### src/rtl/pullseq_pkg.sv
package pullseq_pkg;

  typedef enum logic [1:0] {
    PULL_NONE = 2'd0,
    PULL_DOWN = 2'd1,
    PULL_UP   = 2'd2,
    PULL_RSVD = 2'd3
  } pull_mode_e;

  typedef struct packed {
    logic up;
    logic dn;
  } pull_en_t;

  // Reserved code behaves as no pull.
  function automatic pull_en_t mode_to_en(pull_mode_e m);
    pull_en_t e;
    e.up = (m == PULL_UP);
    e.dn = (m == PULL_DOWN);
    return e;
  endfunction

endpackage

### src/rtl/pullseq_timer.sv
// Saturating cycle counter: done once LIMIT cycles passed since the last clr.
module pullseq_timer #(
  parameter int LIMIT = 150
) (
  input  logic clk,
  input  logic rst,
  input  logic clr,
  output logic done
);
  localparam int CW = $clog2(LIMIT + 1);
  localparam logic [CW-1:0] LIM = CW'(LIMIT);

  logic [CW-1:0] cnt_q;

  always_ff @(posedge clk) begin
    if (rst || clr) begin
      cnt_q <= '0;
    end else if (cnt_q != LIM) begin
      cnt_q <= cnt_q + 1'b1;
    end
  end

  assign done = (cnt_q == LIM);

endmodule

### src/rtl/pullseq_bank.sv
// One strobe register and the pull state of the pins it covers.
module pullseq_bank
  import pullseq_pkg::*;
#(
  parameter int WIDTH       = 32,
  parameter int HOLD_CYCLES = 150
) (
  input  logic             clk,
  input  logic             rst,
  input  logic             bank_wr,
  input  logic [WIDTH-1:0] bank_data,
  input  logic             ctrl_wr,
  input  pull_mode_e       mode,
  input  logic             setup_done,
  output logic [WIDTH-1:0] pu_o,
  output logic [WIDTH-1:0] pd_o,
  output logic             viol_o
);

  logic [WIDTH-1:0] strobe_q;
  logic [WIDTH-1:0] ok_q, ok_d;
  logic [WIDTH-1:0] rise, fall, take, bad;
  logic             hold_done;
  pull_en_t         en;

  pullseq_timer #(.LIMIT(HOLD_CYCLES)) hold_tmr_i (
    .clk  (clk),
    .rst  (rst),
    .clr  (bank_wr),
    .done (hold_done)
  );

  assign en   = mode_to_en(mode);
  assign rise = bank_wr ? (bank_data & ~strobe_q) : '0;
  assign fall = bank_wr ? (~bank_data & strobe_q) : '0;
  assign take = fall & ok_q & {WIDTH{hold_done}};
  assign bad  = fall & ~take;

  always_comb begin
    ok_d = ok_q;
    if (bank_wr) begin
      ok_d = (ok_q & ~rise) | (rise & {WIDTH{setup_done}});
    end
    if (ctrl_wr) begin
      ok_d = ok_d & ~strobe_q;
    end
  end

  always_ff @(posedge clk) begin
    if (rst) begin
      strobe_q <= '0;
      ok_q     <= '0;
      pu_o     <= '0;
      pd_o     <= '1;
    end else begin
      if (bank_wr) begin
        strobe_q <= bank_data;
      end
      ok_q <= ok_d;
      pu_o <= (pu_o & ~take) | (take & {WIDTH{en.up}});
      pd_o <= (pd_o & ~take) | (take & {WIDTH{en.dn}});
    end
  end

  assign viol_o = |bad;

endmodule

### src/rtl/pull_sequencer.sv
module pull_sequencer
  import pullseq_pkg::*;
#(
  parameter int NUM_PINS     = 54,
  parameter int SETUP_CYCLES = 150,
  parameter int HOLD_CYCLES  = 150,
  parameter int ADDR_W       = 8,
  parameter int DATA_W       = 32,
  parameter int CTRL_ADDR    = 'h94,
  parameter int STROBE_BASE  = 'h98
) (
  input  logic                clk,
  input  logic                rst,
  input  logic                wr_en,
  input  logic [ADDR_W-1:0]   wr_addr,
  input  logic [DATA_W-1:0]   wr_data,
  output logic [NUM_PINS-1:0] pull_up_o,
  output logic [NUM_PINS-1:0] pull_dn_o,
  output logic                seq_err_o
);

  localparam int NUM_BANKS = (NUM_PINS + DATA_W - 1) / DATA_W;
  localparam int WORD_B    = DATA_W / 8;

  pull_mode_e           mode_q;
  logic                 ctrl_wr;
  logic                 setup_done;
  logic [NUM_BANKS-1:0] viol;

  assign ctrl_wr = wr_en && (wr_addr == ADDR_W'(CTRL_ADDR));

  always_ff @(posedge clk) begin
    if (rst) begin
      mode_q <= PULL_NONE;
    end else if (ctrl_wr) begin
      mode_q <= pull_mode_e'(wr_data[1:0]);
    end
  end

  pullseq_timer #(.LIMIT(SETUP_CYCLES)) setup_tmr_i (
    .clk  (clk),
    .rst  (rst),
    .clr  (ctrl_wr),
    .done (setup_done)
  );

  for (genvar b = 0; b < NUM_BANKS; b++) begin : g_bank
    localparam int LEFT = NUM_PINS - b * DATA_W;
    localparam int W    = (LEFT > DATA_W) ? DATA_W : LEFT;
    logic bank_wr;

    assign bank_wr = wr_en && (wr_addr == ADDR_W'(STROBE_BASE + b * WORD_B));

    pullseq_bank #(
      .WIDTH       (W),
      .HOLD_CYCLES (HOLD_CYCLES)
    ) bank_i (
      .clk        (clk),
      .rst        (rst),
      .bank_wr    (bank_wr),
      .bank_data  (wr_data[W-1:0]),
      .ctrl_wr    (ctrl_wr),
      .mode       (mode_q),
      .setup_done (setup_done),
      .pu_o       (pull_up_o[b*DATA_W +: W]),
      .pd_o       (pull_dn_o[b*DATA_W +: W]),
      .viol_o     (viol[b])
    );
  end

  always_ff @(posedge clk) begin
    if (rst) begin
      seq_err_o <= 1'b0;
    end else if (|viol) begin
      seq_err_o <= 1'b1;
    end
  end

endmodule

### config.mk
export PLATFORM = sky130hd
export DESIGN_NAME = pull_sequencer
export DESIGN_NICKNAME = d
export VERILOG_FILES = /design/src/rtl/pullseq_pkg.sv /design/src/rtl/pullseq_timer.sv /design/src/rtl/pullseq_bank.sv /design/src/rtl/pull_sequencer.sv
export SDC_FILE = /design/constraint.sdc
export NUM_CORES = 1
export LEC_CHECK = 0
export ABC_AREA = 1
export BUFFER_PORTS_ARGS = -buffer_cell sky130_fd_sc_hd__buf_2
export CORE_MARGIN = 3
export CORE_UTILIZATION = 58
export CTS_CLUSTER_SIZE = 20
export DETAILED_ROUTE_END_ITERATION = 6
export MAX_ROUTING_LAYER = met4
export PLACE_DENSITY = 0.8
export SYNTH_ARGS = -nofsm -noshare
export SYNTH_HDL_FRONTEND = slang
export SYNTH_HIERARCHICAL = 1
export SYNTH_SLANG_ARGS = --single-unit
export TNS_END_PERCENT = 10
### constraint.sdc
create_clock -name clk -period 2.4 [get_ports clk]
set_input_delay 0.12 -clock clk [delete_from_list [all_inputs] [get_ports clk]]
set_output_delay 0.12 -clock clk [all_outputs]
set_load 0.01 [all_outputs]
==> flow_summary.yaml, run 1 <==
status:
  status: "completed"
worst_setup_path:
  path_max_fanout: 19
  timing.critical_path.required_ns: 2.78
  worstPathArrival_ns: 2.55
  critPathCaptureType: "register"
  critPathLaunchType: "register"
  worst_path_class_setup: "register to register"
clock_tree:
  cts_htree_levels: 1
  worst_setup_hold_path_clk_slew_ns: 0.07
  ctsLongestPathBuffers: 3
  cts_made_buffers: 25
  clkSinkCount: 243
  cts_root_buffer: "sky130_fd_sc_hd__clkbuf_16"
  tritoncts: "built"
  worst_skew_pair.late_latency_ns: 0.52
detailed_routing:
  vias_per_cell: 5.36
  drt_first_pass_iters: 5
  first_iter_violations: 686
  ant_nets: 0
  drt_drc_violations_left: 0
  route.final.wire_length_mm: 29.1
  post_drt_wl_per_cell_um: 14.1
  vias: 11000
floorplan:
  core_area_um2: 18900
  io_pins: 152
  std_cell_rows: 50
  dieArea_um2: 21100
  die_w_um: 145
  floorplan.initialDensity: 0.595
  dieHeight_um: 145
synthesis:
  synth.yosys.seq_area_share: 0.433
  synth_area_per_cell_um2: 6.93
  synth_simple_gate_area_frac: 0.311
  flop_and_latch_count_out_of_synthesis: 243
  post_synth_mux_area_share: 0
  ys_types: 32
  yosys_warnings: 6
  synth_compound_gate_area_share: 0.139
  mappedNetlistArea_um2: 11200
  syn-instance-count: 1622
  most_frequently_used_flop_master_after_synthesis: "sky130_fd_sc_hd__dfxtp_1"
  synth-adder-area-share: 0.00668
  ys_async_sr_fraction: 0
  synth-edff-count: 0
  post_synthesis_xor_xnor_area_fraction: 0.00467
  nets_in_the_synthesized_netlist: 1671
  dominant_combinational_cell_family_by_area_after_synthesis: "simple AND/OR/NAND/NOR gates"
global_routing:
  grt_antenna_before_repair: 0
  grt_first_pass_wirelength_mm: 48.6
  grt_max_degree: 67
  gr-usage-all-layers: 0.273
  vias_in_the_first_global_route: 10400
  grt_overflow_total: 0
sta:
  final_setup_vio_count: 0
  timing_max_transition_violations_final: 0
  relSlewSlack: 0.560
  fin_tns_setup_ns: 0
  max_freq_ghz: 0.460
  post-route-min-period_ns: 2.17
  worst_hold_slack_ns: 0.0145
  hold_violations: 0
  setup_repair_after_global_routing_missed_its_margin: "no"
  post-route-period-util: 0.905
  finalClockSkew_ns: 0.00857
  slew_of_the_pin_with_the_lowest_slew_margin_ns: 0.659
power_and_ir_drop:
  leakage_component_of_the_power_nw: 6.01
  vdd.ir_drop.worst_mv: 0.452
  power_density_nw_per_um2: 644
job:
  timing.max_cap.violations: 0
place:
  place.gp.congestion: 0.877
  placed_area_um2: 12200
  hpwlAfterDp_mm: 19.3
  port-buffer-count: 151
cells_and_area:
  diodes: 0
  fillers: 1577
  finish.net_count: 1830
  proportion_of_layout_cells_with_a_drive_suffix_above_1: 0.161
  area_growth_syn_to_layout_pct: 19.2
  design_area_um2: 13400
hold_path:
  holdCritPathClass: "primary input to register"
worst paths after layout:
| check | slack, ns | end | cells past startpoint | startpoint |
|---|---|---|---|---|
| worst max-delay path | 0.23 | seq_err_o | 16 | g_bank[1].bank_i/hold_tmr_i/cnt_q[0] |
| worst min-delay path | 0.01 | g_bank[0].bank_i/strobe_q[28] | 5 | wr_data[28] |
| worst min register to register | 0.44 | g_bank[1].bank_i/ok_q[1] | 2 | g_bank[1].bank_i/ok_q[1] |
| worst max register to register | 0.23 | seq_err_o | 16 | g_bank[1].bank_i/hold_tmr_i/cnt_q[0] |
routing by layer:
metal,global-route usage,vias up,part of all wire
met5,-,-,0
met4,0.0802,0,0.027
met3,0.0412,70,0.067
met2,0.444,372,0.46
met1,0.356,5071,0.45
li1,-,5528,-
per-stage QoR:
step / util / cells / total power [W] / setup slack, ns
after detailed placement: 0.644 / 1983 / 0.00444 / 0.206
final: 0.709 / 2059 / 0.00864 / 0.227
after floorplan: - / 1622 / 0.00433 / 0.526
after global placement: 0.644 / 1983 / 0.00443 / 0.298
after CTS: 0.707 / 2056 / 0.00869 / 0.191
after global routing: 0.709 / 2059 / 0.00891 / 0.00665
logic make-up after synthesis:
family                     Yosys count
DFF                                243
xor gates and xnor gates             6
and+or+nand+nor                    777
buffers and inverters              280
adders and majority gates            6
AOI/OAI and AO/OA                  310
cells in the mapped netlist (2+ instances only):
cell type / n / area share
sky130_fd_sc_hd__nor3_2: 33 / 0.029
sky130_fd_sc_hd__nor2_2: 16 / 0.0089
sky130_fd_sc_hd__inv_2: 5 / 0.0017
sky130_fd_sc_hd__nor3_1: 34 / 0.015
sky130_fd_sc_hd__nand3b_1: 3 / 0.0020
sky130_fd_sc_hd__nand2_1: 332 / 0.11
sky130_fd_sc_hd__clkinv_1: 3 / 0.0010
sky130_fd_sc_hd__buf_6: 12 / 0.012
sky130_fd_sc_hd__buf_2: 25 / 0.011
sky130_fd_sc_hd__a21oi_1: 174 / 0.077
sky130_fd_sc_hd__nand3_1: 89 / 0.040
sky130_fd_sc_hd__nor2_1: 222 / 0.074
sky130_fd_sc_hd__o21ai_1: 15 / 0.0067
sky130_fd_sc_hd__inv_1: 202 / 0.067
sky130_fd_sc_hd__ha_1: 6 / 0.0067
sky130_fd_sc_hd__nor2_8: 3 / 0.0053
sky130_fd_sc_hd__xor2_1: 3 / 0.0023
sky130_fd_sc_hd__buf_4: 2 / 0.0013
sky130_fd_sc_hd__xnor2_1: 3 / 0.0023
sky130_fd_sc_hd__nand2_2: 6 / 0.0033
sky130_fd_sc_hd__nand4_1: 34 / 0.019
sky130_fd_sc_hd__clkbuf_1: 29 / 0.0097
sky130_fd_sc_hd__or2_0: 3 / 0.0017
sky130_fd_sc_hd__o21ai_0: 118 / 0.053
sky130_fd_sc_hd__dfxtp_1: 243 / 0.43
cell usage in the layout (no fill, tap or decap), drive strengths merged:
cell type    count
nand2          338
dfxtp          243
nor2           242
inv            208
a21oi          174
buf            173
o21ai          133
nand3           90
nor3            67
nand4           34
dlygate4sd3     28
clkbuf          27
clkinv          13
bufinv           6
ha               6
xor2             3
xnor2            3
or2              3
nand3b           3
clkinvlp         2
a211oi           1
o21bai           1
o311a            1
layout make-up:
class                   instances  area (um^2)  area share
well taps                     260          325      0.0243
clock buffers                  26          629      0.0470
repair buffers                202         1310      0.0980
clock inverters                19          273      0.0204
multi-input cells            1099         5200       0.388
inverters                     210          791      0.0590
flip-flops and latches        243         4860       0.363
critical path, cell delays in order (launching register included):
cell and delay, ns:
sky130_fd_sc_hd__dfxtp_1 0.35, sky130_fd_sc_hd__inv_1 0.08, sky130_fd_sc_hd__ha_1 0.15, sky130_fd_sc_hd__nand2_1 0.05, sky130_fd_sc_hd__nor2_1 0.14, sky130_fd_sc_hd__nand2_2 0.12
sky130_fd_sc_hd__inv_1 0.13, sky130_fd_sc_hd__buf_12 0.16, sky130_fd_sc_hd__nand2_2 0.08, sky130_fd_sc_hd__inv_1 0.06, sky130_fd_sc_hd__nor2_1 0.04, sky130_fd_sc_hd__nor2_1 0.15
sky130_fd_sc_hd__nand2_1 0.09, sky130_fd_sc_hd__nor2_2 0.12, sky130_fd_sc_hd__nand3_1 0.08, sky130_fd_sc_hd__nor3_1 0.18, sky130_fd_sc_hd__nor2_1 0.06
power by group:
part / switching [W] / leakage (nW) / internal, W
registers: 0.0000214 / 1.96 / 0.00405
logic: 0.000205 / 3.61 / 0.000124
clock network: 0.00166 / 0.439 / 0.00257
timing repair:
| item | CTS | global route |
|---|---|---|
| hold buffers | 28 | 0 |
| endpoints found under the hold margin | 55 | 0 |
| setup endpoints to repair | 0 | 1 |
| resized for setup | 0 | 3 |
| buffers inserted | 0 | 2 |
Note: power is estimated with default switching activity, not from simulation.
==> run 2: changes to the inputs <==
Settings changed: CELL_PAD_IN_SITES_DETAIL_PLACEMENT from default to 1, CELL_PAD_IN_SITES_GLOBAL_PLACEMENT from default to 1, CORE_UTILIZATION 58 to 41, PLACE_DENSITY 0.8 to default, PLACE_DENSITY_LB_ADDON from default to 0.1.
==> run 2 against run 1 <==
Compared with the run above: register-to-register slack barely moved; power rose by 0.62%; clock skew rose by 0.0054 ns; largest power group unchanged; fmax increased by 0.44%; sequential power barely moved; critical endpoint unchanged; via count shrank 0.25%; largest cell class unchanged.
==> flow_summary.yaml, run 2 (same netlist as run 1, synthesis figures left out) <==
global_routing:
  vias_in_the_first_global_route: 11200
  gr-usage-all-layers: 0.236
  grt_antenna_before_repair: 1
  grt_overflow_total: 0
  grt_first_pass_wirelength_mm: 56.1
  grt_max_degree: 74
sta:
  finalClockSkew_ns: 0.0140
  fin_tns_setup_ns: 0
  setup_repair_after_global_routing_missed_its_margin: "no"
  post-route-min-period_ns: 2.16
  final_setup_vio_count: 0
  hold_violations: 0
  slew_of_the_pin_with_the_lowest_slew_margin_ns: 0.564
  worst_hold_slack_ns: 0.0283
  max_freq_ghz: 0.462
  relSlewSlack: 0.624
  timing_max_transition_violations_final: 0
  post-route-period-util: 0.902
worst_setup_path:
  crit_family: "simple AND/OR/NAND/NOR gates"
  crit_slowest_cell: "sky130_fd_sc_hd__dfxtp_1"
  worst_path_class_setup: "register to register"
  critPathLaunchType: "register"
  path_max_fanout: 16
  crit_path_max_incr_delay_ns: 0.35
  worstPathArrival_ns: 2.57
  r2r_slack_ns: 0.24
  critPathCaptureType: "register"
  worst-path-buf-inv: 3
  crit_path_cell_trace: "inv_1, ha_1, nand2_1, nor2_2, nand2_2, inv_4, buf_12, nand2_1, nand4_1, nand2_1, nor2_1, nand2_1, nor2_1, nand2_1, nor3_2, nor2_1"
  crit_path_frequent_cell: "sky130_fd_sc_hd__nand2_1"
  timing.critical_path.required_ns: 2.81
power_and_ir_drop:
  combinational_share_of_power: 0.039
  power_density_nw_per_um2: 641
  switching_share: 0.223
  pwr-share-clk: 0.493
  intPower_w: 0.00675
  leakage_component_of_the_power_nw: 6.03
  totalPowerFinal_w: 0.00869
  switching_power_w: 0.00193
  vdd.ir_drop.worst_mv: 0.443
  pwr-share-seq: 0.469
floorplan:
  floorplan.initialDensity: 0.424
  dieHeight_um: 172
  die_w_um: 172
  core_area_um2: 26500
  dieArea_um2: 29400
  std_cell_rows: 59
  io_pins: 152
detailed_routing:
  drt_first_pass_iters: 5
  met1Wirelength_mm: 15.8
  first_iter_violations: 520
  route.final.wire_length_mm: 33.7
  dr_wl_met3_mm: 1.08
  post_drt_wl_per_cell_um: 15.8
  ant_nets: 0
  route.met2.wl_mm: 16.2
  vias_per_cell: 5.14
  vias: 11000
  routed.top_layer: "met4"
  drt_drc_violations_left: 0
hold_path:
  holdCritPathClass: "primary input to register"
clock_tree:
  cts_root_buffer: "sky130_fd_sc_hd__clkbuf_16"
  cts_htree_levels: 1
  worst_setup_hold_path_clk_slew_ns: 0.06
  clkSinkCount: 243
  worst_skew_pair.late_latency_ns: 0.55
  ctsLongestPathBuffers: 3
  cts_made_buffers: 28
  tritoncts: "built"
cells_and_area:
  mostFrequentLayoutCells: "sky130_fd_sc_hd__nand2_1, sky130_fd_sc_hd__dfxtp_1, sky130_fd_sc_hd__nor2_1"
  area_growth_syn_to_layout_pct: 20.6
  fillers: 3453
  layout.cells.most_common: "sky130_fd_sc_hd__nand2_1"
  proportion_of_layout_cells_with_a_drive_suffix_above_1: 0.160
  finish.net_count: 1837
  layout.cells.non_filler: 2141
status:
  status: "completed"
place:
  port-buffer-count: 151
  number_of_placed_instances_taps_included: 2060
  hpwlAfterDp_mm: 23.5
  place.gp.congestion: 0.825
job:
  timing.max_cap.violations: 0
==> run 2: path summary, 6_finish.rpt <==
check | from | endpoint | cells after the start
worst max-delay path | g_bank[0].bank_i/hold_tmr_i/cnt_q[0] | seq_err_o | 16
worst min-delay path | wr_data[26] | g_bank[0].bank_i/ok_q[26] | 4
worst max register to register | g_bank[0].bank_i/hold_tmr_i/cnt_q[0] | seq_err_o | 16
worst min register to register | g_bank[1].bank_i/ok_q[10] | g_bank[1].bank_i/ok_q[10] | 2
==> run 2: tightest hold or removal path, delay by kind of cell <==
family          cells  cell delay [ns]
buf+inv             2             0.21
compound gates      1             0.13
simple gates        1             0.07
==> run 2: repair_timing <==
item | 4_1_cts | 5_1_grt
buffers inserted | 0 | 1
resized for setup | 0 | 8
setup endpoints to repair | 0 | 1
endpoints found under the hold margin | 65 | 0
hold buffers | 31 | 0
==> run 2: cell type report <==
type,count,area [um^2],share of cell area
Multi-Input combinational cell,1099,5210,0.384
Sequential cell,243,4870,0.359
Clock inverter,8,131,0.00969
Clock buffer,39,782,0.0577
Timing Repair Buffer,206,1360,0.100
Tap cell,335,419,0.0309
Antenna cell,1,2.50,0.000185
Inverter,210,791,0.0583
==> run 2: through the flow <==
stage / setup WS, ns / util / area [um^2]
floorplan: 0.526 / - / 11200
global placement: 0.243 / 0.463 / 12300
detailed placement: 0.149 / 0.463 / 12300
CTS: 0.0742 / 0.510 / 13500
global route: 0.00492 / 0.512 / 13600
finish: 0.236 / 0.512 / 13600
==> run 2: metal layers <==
metal | vias to the layer above | track usage
met2 | 179 | 0.403
met1 | 5253 | 0.301
li1 | 5540 | -
met3 | 41 | 0.0260
met5 | - | -
met4 | 0 | 0.0539
==> run 2: power groups by stage <==
stage / logic, W / registers, W / clock network, W
after CTS: 0.000337 / 0.00407 / 0.00439
after global routing: 0.000377 / 0.00407 / 0.00457
after global placement: 0.000289 / 0.00416 / 0
after detailed placement: 0.000296 / 0.00416 / 0
final: 0.000336 / 0.00407 / 0.00428
after floorplan: 0.000173 / 0.00415 / 0
==> run 3: changes to the inputs <==
Clock period 2.4 ns to 2.35 ns, I/O delays scaled along.
==> run 3 against run 2 <==
Compared with the run above: critical path depth unchanged; first-iteration DRC count is 14% lower; register-to-register slack worse by 0.06 ns; power rose by 8.1%.
==> flow_summary.yaml, run 3 (same netlist as run 1, synthesis figures left out) <==
power_and_ir_drop:
  switching_power_w: 0.00200
  combinational_share_of_power: 0.037
  switching_share: 0.213
  power_density_nw_per_um2: 685
  intPower_w: 0.00740
  vdd.ir_drop.worst_mv: 0.460
  pwr-share-seq: 0.442
  leakage_component_of_the_power_nw: 6.13
  pwr-share-clk: 0.520
sta:
  max_freq_ghz: 0.461
  timing_max_transition_violations_final: 0
  fin_tns_setup_ns: 0
  relSlewSlack: 0.554
  post-route-period-util: 0.923
  hold_violations: 0
  final_setup_vio_count: 0
  slew_of_the_pin_with_the_lowest_slew_margin_ns: 0.669
  post-route-min-period_ns: 2.17
  finalClockSkew_ns: 0.00828
clock_tree:
  worst_skew_pair.late_latency_ns: 0.54
  cts_htree_levels: 1
  tritoncts: "built"
  clkSinkCount: 243
  cts_made_buffers: 28
  worst_setup_hold_path_clk_slew_ns: 0.06
  ctsLongestPathBuffers: 3
  cts_root_buffer: "sky130_fd_sc_hd__clkbuf_16"
detailed_routing:
  first_iter_violations: 446
  drt_first_pass_iters: 4
  ant_nets: 0
  route.final.wire_length_mm: 34.2
  vias_per_cell: 5.14
  post_drt_wl_per_cell_um: 15.9
  vias: 11000
  drt_drc_violations_left: 0
cells_and_area:
  area_growth_syn_to_layout_pct: 22.0
  proportion_of_layout_cells_with_a_drive_suffix_above_1: 0.167
  layout.cells.most_common: "sky130_fd_sc_hd__nand2_1"
  design_area_um2: 13700
  mostFrequentLayoutCells: "sky130_fd_sc_hd__nand2_1, sky130_fd_sc_hd__dfxtp_1, sky130_fd_sc_hd__nor2_1"
  finish.net_count: 1838
  fillers: 3427
  layout.cells.non_filler: 2147
job:
  timing.max_cap.violations: 0
status:
  status: "completed"
worst_setup_path:
  worst_path_class_setup: "register to register"
  crit_path_max_incr_delay_ns: 0.35
  crit_path_cell_trace: "inv_1, ha_1, nand2_1, nor2_2, nand2_2, inv_4, buf_12, nand2_1, nand4_1, nand2_1, nor2_1, nand2_1, nor2_1, nand2_1, nor3_2, nor2_1"
  crit_path_frequent_cell: "sky130_fd_sc_hd__nand2_1"
  timing.critical_path.required_ns: 2.75
  path_max_fanout: 16
  critPathLaunchType: "register"
  crit_slowest_cell: "sky130_fd_sc_hd__dfxtp_1"
  worstPathArrival_ns: 2.57
  critPathCaptureType: "register"
  r2r_slack_ns: 0.18
place:
  placed_area_um2: 12300
  number_of_placed_instances_taps_included: 2061
  hpwlAfterDp_mm: 23.4
  place.gp.congestion: 0.822
  port-buffer-count: 151
global_routing:
  grt_antenna_before_repair: 0
  grt_overflow_total: 0
  grt_first_pass_wirelength_mm: 55.6
  gr-usage-all-layers: 0.234
  grt_max_degree: 67
  vias_in_the_first_global_route: 11300
floorplan:
  dieArea_um2: 29400
  floorplan.initialDensity: 0.424
  std_cell_rows: 59
  die_w_um: 172
  io_pins: 152
  core_area_um2: 26500
  dieHeight_um: 172
hold_path:
  holdCritPathClass: "primary input to register"
[run 3: cell count changes in the layout (fill, tap and decap cells not counted), moves of 2 or more]
cell                            change
sky130_fd_sc_hd__clkinvlp_4         -2
sky130_fd_sc_hd__clkbuf_8           +7
sky130_fd_sc_hd__bufinv_16          +2
sky130_fd_sc_hd__dlygate4sd3_1      -3
sky130_fd_sc_hd__clkinv_2           +2
sky130_fd_sc_hd__buf_4              +3
sky130_fd_sc_hd__clkbuf_1           -4
[run 3: power by group through the flow]
stage,logic [W],clock network [W],registers (W)
after detailed placement,0.000308,0,0.00425
after floorplan,0.000176,0,0.00424
after global placement,0.000301,0,0.00425
after global routing,0.000391,0.00518,0.00416
after CTS,0.000349,0.00500,0.00416
final,0.000350,0.00489,0.00416
[run 3: path summary, 6_finish.rpt]
path | to | cells past startpoint | from
setup / recovery | seq_err_o | 16 | g_bank[0].bank_i/hold_tmr_i/cnt_q[0]
hold / removal | g_bank[0].bank_i/strobe_q[24] | 5 | wr_data[24]
setup reg to reg | seq_err_o | 16 | g_bank[0].bank_i/hold_tmr_i/cnt_q[0]
hold reg to reg | g_bank[1].bank_i/ok_q[3] | 2 | g_bank[1].bank_i/ok_q[3]
[run 3: timing repair]
action | CTS | global route
resized for setup | 0 | 8
setup buffers | 0 | 4
hold endpoints to repair | 61 | 0
setup endpoints to repair | 0 | 1
hold buffers | 28 | 0
[run 3: layout make-up]
type | count | area [um^2] | area share
Antenna cell | 1 | 2.50 | 0.000182
Clock buffer | 43 | 888 | 0.0648
Clock inverter | 9 | 170 | 0.0124
Inverter | 210 | 791 | 0.0576
Multi-Input combinational cell | 1099 | 5210 | 0.380
Sequential cell | 243 | 4870 | 0.355
Tap cell | 335 | 419 | 0.0306
Timing Repair Buffer | 207 | 1370 | 0.100
[run 3: critical path: cells and delay by family, from the launching register on]
kind	cells	cell delay (ns)
flops	1	0.35
fa+ha+maj	1	0.15
simple gates	12	1.18
buf+inv	3	0.36
[run 3: routing by layer]
metal / track usage / part of all wire
met1: 0.292 / 0.46
met4: 0.0437 / 0.013
met2: 0.411 / 0.49
met5: - / 0
met3: 0.0276 / 0.038
[run 3: metrics by stage]
step                      total power [W]  utilization  setup WS [ns]  hold WS [ns]
after floorplan                   0.00442            -          0.479         0.190
after global placement            0.00455        0.464          0.177         0.411
after detailed placement          0.00456        0.464          0.106         0.420
after CTS                         0.00950        0.515         0.0782       0.00319
after global routing              0.00972        0.518        -0.0101        0.0400
final                             0.00940        0.518          0.180        0.0245
